--- config.mk ---
export PLATFORM = sky130hd
export DESIGN_NAME = branch_fetch_unit
export DESIGN_NICKNAME = d
export VERILOG_FILES = /design/src/rtl/fetch_unit_pkg.sv /design/src/rtl/fetch_unit_ctrl.sv /design/src/rtl/fetch_unit_dp.sv /design/src/rtl/branch_fetch_unit.sv
export SDC_FILE = /design/constraint.sdc
export NUM_CORES = 1
export LEC_CHECK = 0
export ABC_AREA = 1
export BUFFER_PORTS_ARGS = -buffer_cell sky130_fd_sc_hd__buf_2
export CAP_MARGIN = 20
export CORE_ASPECT_RATIO = 1.5
export CORE_MARGIN = 4
export CORE_UTILIZATION = 50
export CTS_CLUSTER_SIZE = 10
export DETAILED_ROUTE_END_ITERATION = 10
export PLACE_DENSITY_LB_ADDON = 0.05
export SLEW_MARGIN = 20
export SYNTH_ARGS = -nofsm -noshare
export SYNTH_HDL_FRONTEND = slang
export SYNTH_SLANG_ARGS = --single-unit
--- constraint.sdc ---
create_clock -name clk -period 1.96 [get_ports clk]
set_input_delay 0.196 -clock clk [delete_from_list [all_inputs] [get_ports clk]]
set_output_delay 0.196 -clock clk [all_outputs]
set_load 0.01 [all_outputs]
--- src/rtl/fetch_unit_pkg.sv ---
package fetch_unit_pkg;
  // Strobes from control to datapath for one cycle.
  typedef struct packed {
    logic advance;   // pipeline moves on this edge
    logic redirect;  // program counter takes the branch target
  } fetchStrobe_t;
endpackage

--- src/rtl/fetch_unit_ctrl.sv ---
module fetch_unit_ctrl
  import fetch_unit_pkg::*;
#(
  parameter bit DELAY_SLOT = 1'b0
) (
  input  logic         clk,
  input  logic         rstN,
  input  logic         stall,
  input  logic         decTaken,
  output fetchStrobe_t strobe,
  output logic         fetchKill,
  output logic         decValid
);
  logic validQ;
  logic slotQ;
  logic redirReq;
  logic validD;
  logic slotD;

  generate
    if (DELAY_SLOT) begin : g_slot
      // a branch sitting in the delay slot never redirects
      assign redirReq  = decTaken && validQ && !slotQ;
      assign fetchKill = 1'b0;
      assign validD    = 1'b1;
      assign slotD     = strobe.redirect;
    end else begin : g_flush
      assign redirReq  = decTaken && validQ;
      assign fetchKill = strobe.redirect;
      assign validD    = !strobe.redirect;
      assign slotD     = 1'b0;
    end
  endgenerate

  always_comb begin
    strobe.advance  = !stall;
    strobe.redirect = redirReq && !stall;
  end

  always_ff @(posedge clk) begin
    if (!rstN) begin
      validQ <= 1'b0;
      slotQ  <= 1'b0;
    end else if (strobe.advance) begin
      validQ <= validD;
      slotQ  <= slotD;
    end
  end

  assign decValid = validQ;


  stall_hold_valid_chk: assert property (@(posedge clk) disable iff (!rstN)
    stall |=> $stable(decValid));


  stall_no_kill_chk: assert property (@(posedge clk) disable iff (!rstN)
    stall |-> !fetchKill);

  generate
    if (DELAY_SLOT) begin : g_slot_chk

      slot_live_chk: assert property (@(posedge clk) disable iff (!rstN)
        strobe.redirect |=> decValid);

      slot_no_redirect_chk: assert property (@(posedge clk) disable iff (!rstN)
        strobe.redirect |=> !strobe.redirect);
    end else begin : g_flush_chk

      flush_bubble_chk: assert property (@(posedge clk) disable iff (!rstN)
        fetchKill |=> !decValid);
    end
  endgenerate
endmodule

--- src/rtl/fetch_unit_dp.sv ---
module fetch_unit_dp
  import fetch_unit_pkg::*;
#(
  parameter int ADDR_W     = 16,
  parameter int INSTR_W    = 32,
  parameter int RESET_ADDR = 0,
  parameter int ADDR_STEP  = 1
) (
  input  logic               clk,
  input  logic               rstN,
  input  fetchStrobe_t       strobe,
  input  logic [INSTR_W-1:0] fetchInstr,
  input  logic [ADDR_W-1:0]  decTarget,
  output logic [ADDR_W-1:0]  fetchAddr,
  output logic [INSTR_W-1:0] decInstr,
  output logic [ADDR_W-1:0]  decPc
);
  localparam logic [ADDR_W-1:0] RST_V  = ADDR_W'(RESET_ADDR);
  localparam logic [ADDR_W-1:0] STEP_V = ADDR_W'(ADDR_STEP);

  logic [ADDR_W-1:0]  pcQ;
  logic [ADDR_W-1:0]  pcD;
  logic [INSTR_W-1:0] instrQ;
  logic [ADDR_W-1:0]  decPcQ;

  always_comb begin
    if (strobe.redirect)     pcD = decTarget;
    else if (strobe.advance) pcD = pcQ + STEP_V;
    else                     pcD = pcQ;
  end

  always_ff @(posedge clk) begin
    if (!rstN) begin
      pcQ    <= RST_V;
      instrQ <= '0;
      decPcQ <= RST_V;
    end else begin
      pcQ <= pcD;
      if (strobe.advance) begin
        instrQ <= fetchInstr;
        decPcQ <= pcQ;
      end
    end
  end

  assign fetchAddr = pcQ;
  assign decInstr  = instrQ;
  assign decPc     = decPcQ;


  seq_step_chk: assert property (@(posedge clk) disable iff (!rstN)
    (strobe.advance && !strobe.redirect) |=> fetchAddr == $past(fetchAddr) + STEP_V);


  target_load_chk: assert property (@(posedge clk) disable iff (!rstN)
    strobe.redirect |=> fetchAddr == $past(decTarget));


  stall_hold_pc_chk: assert property (@(posedge clk) disable iff (!rstN)
    !strobe.advance |=> $stable(fetchAddr) && $stable(decPc) && $stable(decInstr));
endmodule

--- src/rtl/branch_fetch_unit.sv ---
module branch_fetch_unit
  import fetch_unit_pkg::*;
#(
  parameter int ADDR_W     = 16,
  parameter int INSTR_W    = 32,
  parameter int RESET_ADDR = 0,
  parameter int ADDR_STEP  = 1,
  parameter bit DELAY_SLOT = 1'b0
) (
  input  logic               clk,
  input  logic               rstN,
  input  logic               stall,
  input  logic [INSTR_W-1:0] fetchInstr,
  input  logic               decTaken,
  input  logic [ADDR_W-1:0]  decTarget,
  output logic [ADDR_W-1:0]  fetchAddr,
  output logic               fetchKill,
  output logic [INSTR_W-1:0] decInstr,
  output logic [ADDR_W-1:0]  decPc,
  output logic               decValid
);
  fetchStrobe_t strobe;

  fetch_unit_ctrl #(.DELAY_SLOT(DELAY_SLOT)) u_ctrl (
    .clk(clk), .rstN(rstN), .stall(stall), .decTaken(decTaken),
    .strobe(strobe), .fetchKill(fetchKill), .decValid(decValid)
  );

  fetch_unit_dp #(
    .ADDR_W(ADDR_W), .INSTR_W(INSTR_W),
    .RESET_ADDR(RESET_ADDR), .ADDR_STEP(ADDR_STEP)
  ) u_dp (
    .clk(clk), .rstN(rstN), .strobe(strobe), .fetchInstr(fetchInstr),
    .decTarget(decTarget), .fetchAddr(fetchAddr), .decInstr(decInstr),
    .decPc(decPc)
  );


  reset_addr_chk: assert property (@(posedge clk)
    !rstN |=> fetchAddr == ADDR_W'(RESET_ADDR) && !decValid);
endmodule

==> results.md, run 1 <==
- Vias in the first global route: 2729
- Final setup viols: 0
- CTS tree: yes
- Core area: 5450 um^2
- Post-synthesis sequential area ratio: 0.4649
- Row count: 33
- Clock Root Buffer: clkbuf_8
- Leak Pwr: 1.809 nW
- Max Slew Vio Count: 0
- Synth Instances: 388
- Slowest stage cell, crit path: dfxtp_1
- Finished Cell Area: 3696 um^2
- Reg power frac: 0.427
- Post-CTS setup buffers: 0
- GRT Total Usage: 0.2167
- Post-synthesis register bit count: 65
- Clock Pin Slew Worst Setup and Hold Paths: 0.08 ns
- RSZ-0062 raised after global routing: no
- Hold WC Path Type: primary input to flop
- Final Hold Violating Endpoints: 0
- Net Sw Power: 0.8344 mW
- Max-cap violations: 0
- Hold Buf Count CTS: 0
- Routed Antenna Nets: 0
- Synth top area cells: dfxtp_1, nor2_1, o21ai_0
- CP Capture Type: primary output
- H-tree levels: 3
- Remaining Overflow, GRT: 0
- Die X: 69.09 um
- Io pins: 118
- Syn Nets: 441
- Initial DRC count: 126
- FILL cells: 503
- Crit-path max cell delay: 0.52 ns
- Post-synthesis async set-or-reset flop share: 0
- Synth Flop Type: dfxtp_1
- Die Area: 6884 um^2
- Routability cong.: 0.8687
- Initial antenna violation count: 0
- Peak VDD IR: 0.5470 mV
- Pin slew with the least headroom to its limit: 0.5348 ns
- Gate power share: 0.119
- Worst Setup Slack, final: 0.3365 ns
- DRC Markers: 0
- NumNets Final: 556
- Slew HR: 0.6434
- Critical path class: flop to primary output
- Drt wl/cell: 12.85 um
- Detailed Place HPWL: 5389 um
- Routed vias: 2898
- Die height: 99.64 um
- Diode count: 0
- Synth top area share: 0.4649
- Sw Ratio: 0.2434
- DR vias/cell: 5.014
- Count of cell types in the netlist: 29
- EDFF count, synth: 0
- Type of origin of the critical path: flop
- Drt first pass iters: 4
- Avg Inst Size Synth: 7.214 um^2
- Req. time, crit path: 1.76 ns
- WL final: 7425 um
- Tmin final: 1.623 ns
- Post-synth top area cell: dfxtp_1
- First-pass GRT wire length: 12280 um
- Yosys warns: 0
- Port Buffers: 117
- Placed inst area: 3421 um^2
- P&R area growth vs syn: 32.05%
- Initial core utilization: 0.5135
- Clk_lat worst skew: 0.34 ns
- Pre-CTS setup slack: 0.4759 ns
- Share of cells above drive strength 1: 0.3169
- Post-CTS sizing: 0
- Worst path arrival time: 1.43 ns
- Clock Power Share: 0.454
- Tcrit/Tclk final: 0.8283
- Clock Tree Buf Depth: 2
- Status: finished clean
- Clk sinks: 65
- Internal power: 2.593 mW
- Fmax achieved: 616.0 MHz
- Final Skew: 0.004266 ns
- Largest net degree at the start of global routing: 35
- PwrDens: 927.3 nW/um^2
- Post-synthesis cell area: 2799 um^2
- Crit path max fanout: 17
- TritonCTS Buffers: 9
- Final setup TNS: 0 ns
- Cells along the critical path: nand2_4 > nor2_8 > buf_2
-- cell usage in the layout (no fill, tap or decap), drive strengths merged --
master and count:
a211oi 1, a31oi 4, inv 23, nor3 2, ha 1, o211ai 6, nor2 112, o21ai 61
buf 126, nand4 3, clkinv 1, dfxtp 65, nand3 21, nand2 50, bufinv 4, a311oi 1
or2 1, a21oi 16, clkbuf 10
-- sequential cells by signal, indices dropped and copies added, names as in the netlist --
name and count:
u_dp.decInstr 32, u_dp.decPc 16, u_dp.fetchAddr 16, u_ctrl.decValid 1
-- routing by layer --
layer,up-vias,GRT usage,share of wire
met2,87,0.3647,0.49
met4,0,0.1188,0.023
met1,1302,0.2604,0.44
met3,14,0.03842,0.054
li1,1495,-,-
met5,-,0,0
-- kinds of logic (layout without fill, tap and decap cells) --
logic type / count (synthesis) / count (layout) / share of synthesized area
AOI/OAI and AO/OA: 89 / 89 / 0.1712
adders and majority gates: 1 / 1 / 0.004470
and+or+nand+nor: 189 / 189 / 0.2874
DFF: 65 / 65 / 0.4649
buffers and inverters: 44 / 164 / 0.07196
-- layout make-up --
class                           instances  area [um^2]  share of cell area
Clock inverter                          6        137.6             0.03724
Timing Repair Buffer                  126        653.1              0.1767
Tap cell                               70        87.58             0.02370
Sequential cell                        65         1301              0.3521
Inverter                               22        82.58             0.02234
Multi-Input combinational cell        279         1296              0.3507
Clock buffer                           10        137.6             0.03724
-- synth_stat cells, types with 2 or more instances --
| cell | instances |
|---|---|
| buf_4 | 2 |
| o21ai_0 | 61 |
| inv_1 | 18 |
| nand3_1 | 20 |
| nand2_1 | 45 |
| buf_6 | 2 |
| nor2_2 | 4 |
| nor3_1 | 2 |
| inv_2 | 4 |
| nand4_1 | 3 |
| o211ai_1 | 6 |
| nand2_2 | 4 |
| a21oi_2 | 2 |
| nor2_1 | 106 |
| a31oi_1 | 4 |
| dfxtp_1 | 65 |
| a21oi_1 | 14 |
| clkbuf_1 | 14 |
| clkbuf_2 | 2 |
-- final timing paths --
| check | endpoint | slack (ns) | startpoint | cells past startpoint |
|---|---|---|---|---|
| max | fetchKill | 0.34 | u_ctrl.decValid$_SDFFE_PN0N_ | 3 |
| min | u_dp.decInstr[21]$_SDFFE_PN0N_ | 0.08 | fetchInstr[21] | 3 |
| max reg2reg | u_dp.fetchAddr[12]$_SDFFE_PN0P_ | 0.45 | u_dp.fetchAddr[0]$_SDFFE_PN0P_ | 8 |
| min reg2reg | u_dp.decInstr[31]$_SDFFE_PN0N_ | 0.48 | u_dp.decInstr[31]$_SDFFE_PN0N_ | 2 |
-- worst max-delay path: cells and delay by family, from the launching register on --
family	cells	cell delay, ns
buf+inv	1	0.18
flops	1	0.52
simple gates	2	0.39
-- per-stage QoR --
stage	util	std cells	power, mW	hold slack, ns
global route	0.6781	578	3.573	0.09676
detailed placement	0.6276	562	1.903	0.4400
CTS	0.6781	578	3.443	0.08054
floorplan	-	388	1.725	0.3458
finish	0.6781	578	3.427	0.08412
global placement	0.6276	562	1.896	0.4301
-- power groups by stage --
stage                     registers (mW)  logic (mW)  clock network (mW)
after floorplan                     1.53       0.198                   0
after global placement              1.49       0.406                   0
after detailed placement            1.49       0.410                   0
after CTS                           1.46       0.412                1.57
after global routing                1.48       0.461                1.64
final                               1.46       0.406                1.56
(Power assumes the default switching activity.)
==> run 2: changes to the inputs <==
CORE_UTILIZATION = 47   (was 50)
clock period = 1.6 ns   (was 1.96 ns; I/O delays follow)
==> run 2 against run 1 <==
  * Largest cell class unchanged
  * Critical endpoint is now u_dp.fetchAddr[12]$_SDFFE_PN0P_
  * Wire length grew 0.46%
  * Global-route usage shrank 0.99 points
  * Final cell count grew 0.17%
  * Flip-flop and latch count is the same
  * Total power grew 12%
  * Utilization shrank 4.8 points
  * Non-clock buffer count shrank 1
==> results.md, run 2 (synthesis results as in run 1) <==
- Req. time, crit path: 1.83 ns (+0.07 ns)
- Peak VDD IR: 0.7340 mV (+34%)
- Type of origin of the critical path: flop
- DR vias/cell: 4.971 (-0.86%)
- Die height: 102.5 um (+2.9%)
- Hold path startpoint: fetchInstr[20]
- Routed vias: 2878 (-0.69%)
- Core area: 5786 um^2 (+6.2%)
- First-pass GRT wire length: 11980 um (-2.4%)
- Leak Pwr: 1.785 nW (-1.3%)
- Clock Pin Slew Worst Setup and Hold Paths: 0.07 ns (about the same)
- Commonest cells after routing, fill and taps aside: buf_2, nor2_1, dfxtp_1
- TritonCTS Buffers: 9 (unchanged)
- Final setup TNS: 0 ns (unchanged)
- Hold WC Path Type: primary input to flop
- Net Sw Power: 0.9933 mW (+19%)
- WHS Path Cells: 3 (unchanged)
- Clk_lat worst skew: 0.34 ns (about the same)
- Commonest non-fill, non-tap cell in the layout: buf_2
- Reg-to-reg startpoint: u_dp.fetchAddr[0]$_SDFFE_PN0P_
- Fmax achieved: 695.2 MHz
- WL final: 7459 um (+0.46%)
- Smallest hold slack: 0.05002 ns (-0.03410 ns)
- CTS tree: yes
- Clock Tree Buf Depth: 2 (unchanged)
- Initial DRC count: 169 (+34%)
- PwrDens: 1054 nW/um^2 (+14%)
- Max reg flops: 32 (unchanged)
- Max Slew Vio Count: 0 (unchanged)
- Tmin final: 1.438 ns
- Detailed Place HPWL: 5345 um (-0.81%)
- Tcrit/Tclk final: 0.8990
- Clock Power Share: 0.404 (-0.050)
- Worst path arrival time: 1.67 ns (+0.24 ns)
- Diode count: 0 (unchanged)
- Internal power: 2.854 mW (+10%)
- Clk sinks: 65 (unchanged)
- H-tree levels: 3 (unchanged)
- Row count: 34 (+3.0%)
- Pin slew with the least headroom to its limit: 0.4436 ns (-0.09121 ns)
- Remaining Overflow, GRT: 0 (unchanged)
- Largest net degree at the start of global routing: 62 (+77%)
- Final Hold Violating Endpoints: 0 (unchanged)
- Drt first pass iters: 5 (+1)
- Gate power share: 0.131 (+0.012)
- Final Skew: 0.007276 ns (+0.003010 ns)
- DRC Markers: 0 (unchanged)
- Routability cong.: 0.8760 (+0.84%)
- Clock Root Buffer: clkbuf_8
- Crit path max fanout: 6 (-11)
- Critical path class: flop to flop
- R2r setup slk: 0.16 ns (-0.29 ns)
- Final setup viols: 0 (unchanged)
- Die Area: 7279 um^2 (+5.7%)
- Vias in the first global route: 2616 (-4.1%)
- Io pins: 118 (unchanged)
- Routed Antenna Nets: 0 (unchanged)
- NumNets Final: 555 (-0.18%)
- Worst Reg-to-Reg Cells: 8 (unchanged)
- Max-cap violations: 0 (unchanged)
- Reg power frac: 0.465 (+0.038)
- Slew HR: 0.7042 (+0.06081)
- Port Buffers: 117 (unchanged)
- Post-CTS setup buffers: 0 (unchanged)
- R2R Path End: u_dp.fetchAddr[12]$_SDFFE_PN0P_
- CP Capture Type: flop
- Status: finished clean
- Hold Buf Count CTS: 0 (unchanged)
- Hold EP: u_dp.decInstr[20]$_SDFFE_PN0N_
- Initial antenna violation count: 0 (unchanged)
- RSZ-0062 raised after global routing: no
- P&R area growth vs syn: 30.35%
- Initial core utilization: 0.4838 (-0.02976)
- GRT Total Usage: 0.2068 (-0.009900)
- Final core occ: 0.6306 (-0.04752)
- Share of cells above drive strength 1: 0.3136 (-0.003320)
- Sw Ratio: 0.2582 (+0.01476)
- Die X: 71.01 um (+2.8%)
- Post-CTS sizing: 0 (unchanged)
- Drt wl/cell: 12.88 um (+0.28%)
## run 2: cell types whose count changed in the layout (fill, tap and decap cells not counted), sizes merged
cell and delta:
buf -1, bufinv -2, clkbuf +1, clkinv +2, inv -1
## run 2: stage by stage
stage	power (mW)	area, um^2	worst slack (ns)	cells
final	3.847	3649	0.1616	579
after global routing	4.039	3649	0.06889	579
after CTS	3.897	3649	0.1696	579
after detailed placement	2.337	3428	0.1845	563
after global placement	2.326	3428	0.2058	563
after floorplan	2.113	2799	0.2432	388
## run 2: worst max path at each step
stage                                              start                              end  slack (ns)  depth (start not counted)
after floorplan           u_dp.fetchAddr[0]$_SDFFE_PN0P_  u_dp.fetchAddr[12]$_SDFFE_PN0P_        0.24                          8
after global placement    u_dp.fetchAddr[0]$_SDFFE_PN0P_  u_dp.fetchAddr[12]$_SDFFE_PN0P_        0.21                          8
after detailed placement  u_dp.fetchAddr[0]$_SDFFE_PN0P_  u_dp.fetchAddr[12]$_SDFFE_PN0P_        0.18                          8
after CTS                 u_dp.fetchAddr[0]$_SDFFE_PN0P_  u_dp.fetchAddr[12]$_SDFFE_PN0P_        0.17                          8
after global routing      u_dp.fetchAddr[1]$_SDFFE_PN0P_  u_dp.fetchAddr[12]$_SDFFE_PN0P_        0.07                          8
final                     u_dp.fetchAddr[0]$_SDFFE_PN0P_  u_dp.fetchAddr[12]$_SDFFE_PN0P_        0.16                          8
## run 2: metal layers
layer | vias up | GRT usage | part of all wire
met5 | - | 0 | 0
met3 | 13 | 0.04683 | 0.073
li1 | 1494 | - | -
met2 | 107 | 0.3367 | 0.48
met4 | 0 | 0.1013 | 0.017
met1 | 1264 | 0.2587 | 0.43
## run 2: critical path, stage by stage (launching register included)
cell and delay (ns):
dfxtp_1 0.42, ha_1 0.23, nand3_2 0.14, inv_2 0.11
nand2_1 0.08, o21ai_0 0.15, nand3_1 0.08, nand2_1 0.08
a21oi_2 0.05
## run 2: layout make-up
| cell class | instances | area [um^2] |
|---|---|---|
| Clock inverter | 5 | 78.83 |
| Fill cell | 562 | 2137 |
| Clock buffer | 11 | 141.4 |
| Sequential cell | 65 | 1301 |
| Timing Repair Buffer | 125 | 658.1 |
| Inverter | 22 | 82.58 |
| Tap cell | 72 | 90.09 |
| Multi-Input combinational cell | 279 | 1296 |
## run 2: power by group through the flow
| stage | clock [mW] | sequential, mW | combinational [mW] |
|---|---|---|---|
| after floorplan | 0 | 1.87 | 0.242 |
| after detailed placement | 0 | 1.83 | 0.512 |
| after CTS | 1.60 | 1.79 | 0.514 |
| after global routing | 1.66 | 1.80 | 0.574 |
| final | 1.55 | 1.79 | 0.505 |
| after global placement | 0 | 1.82 | 0.505 |
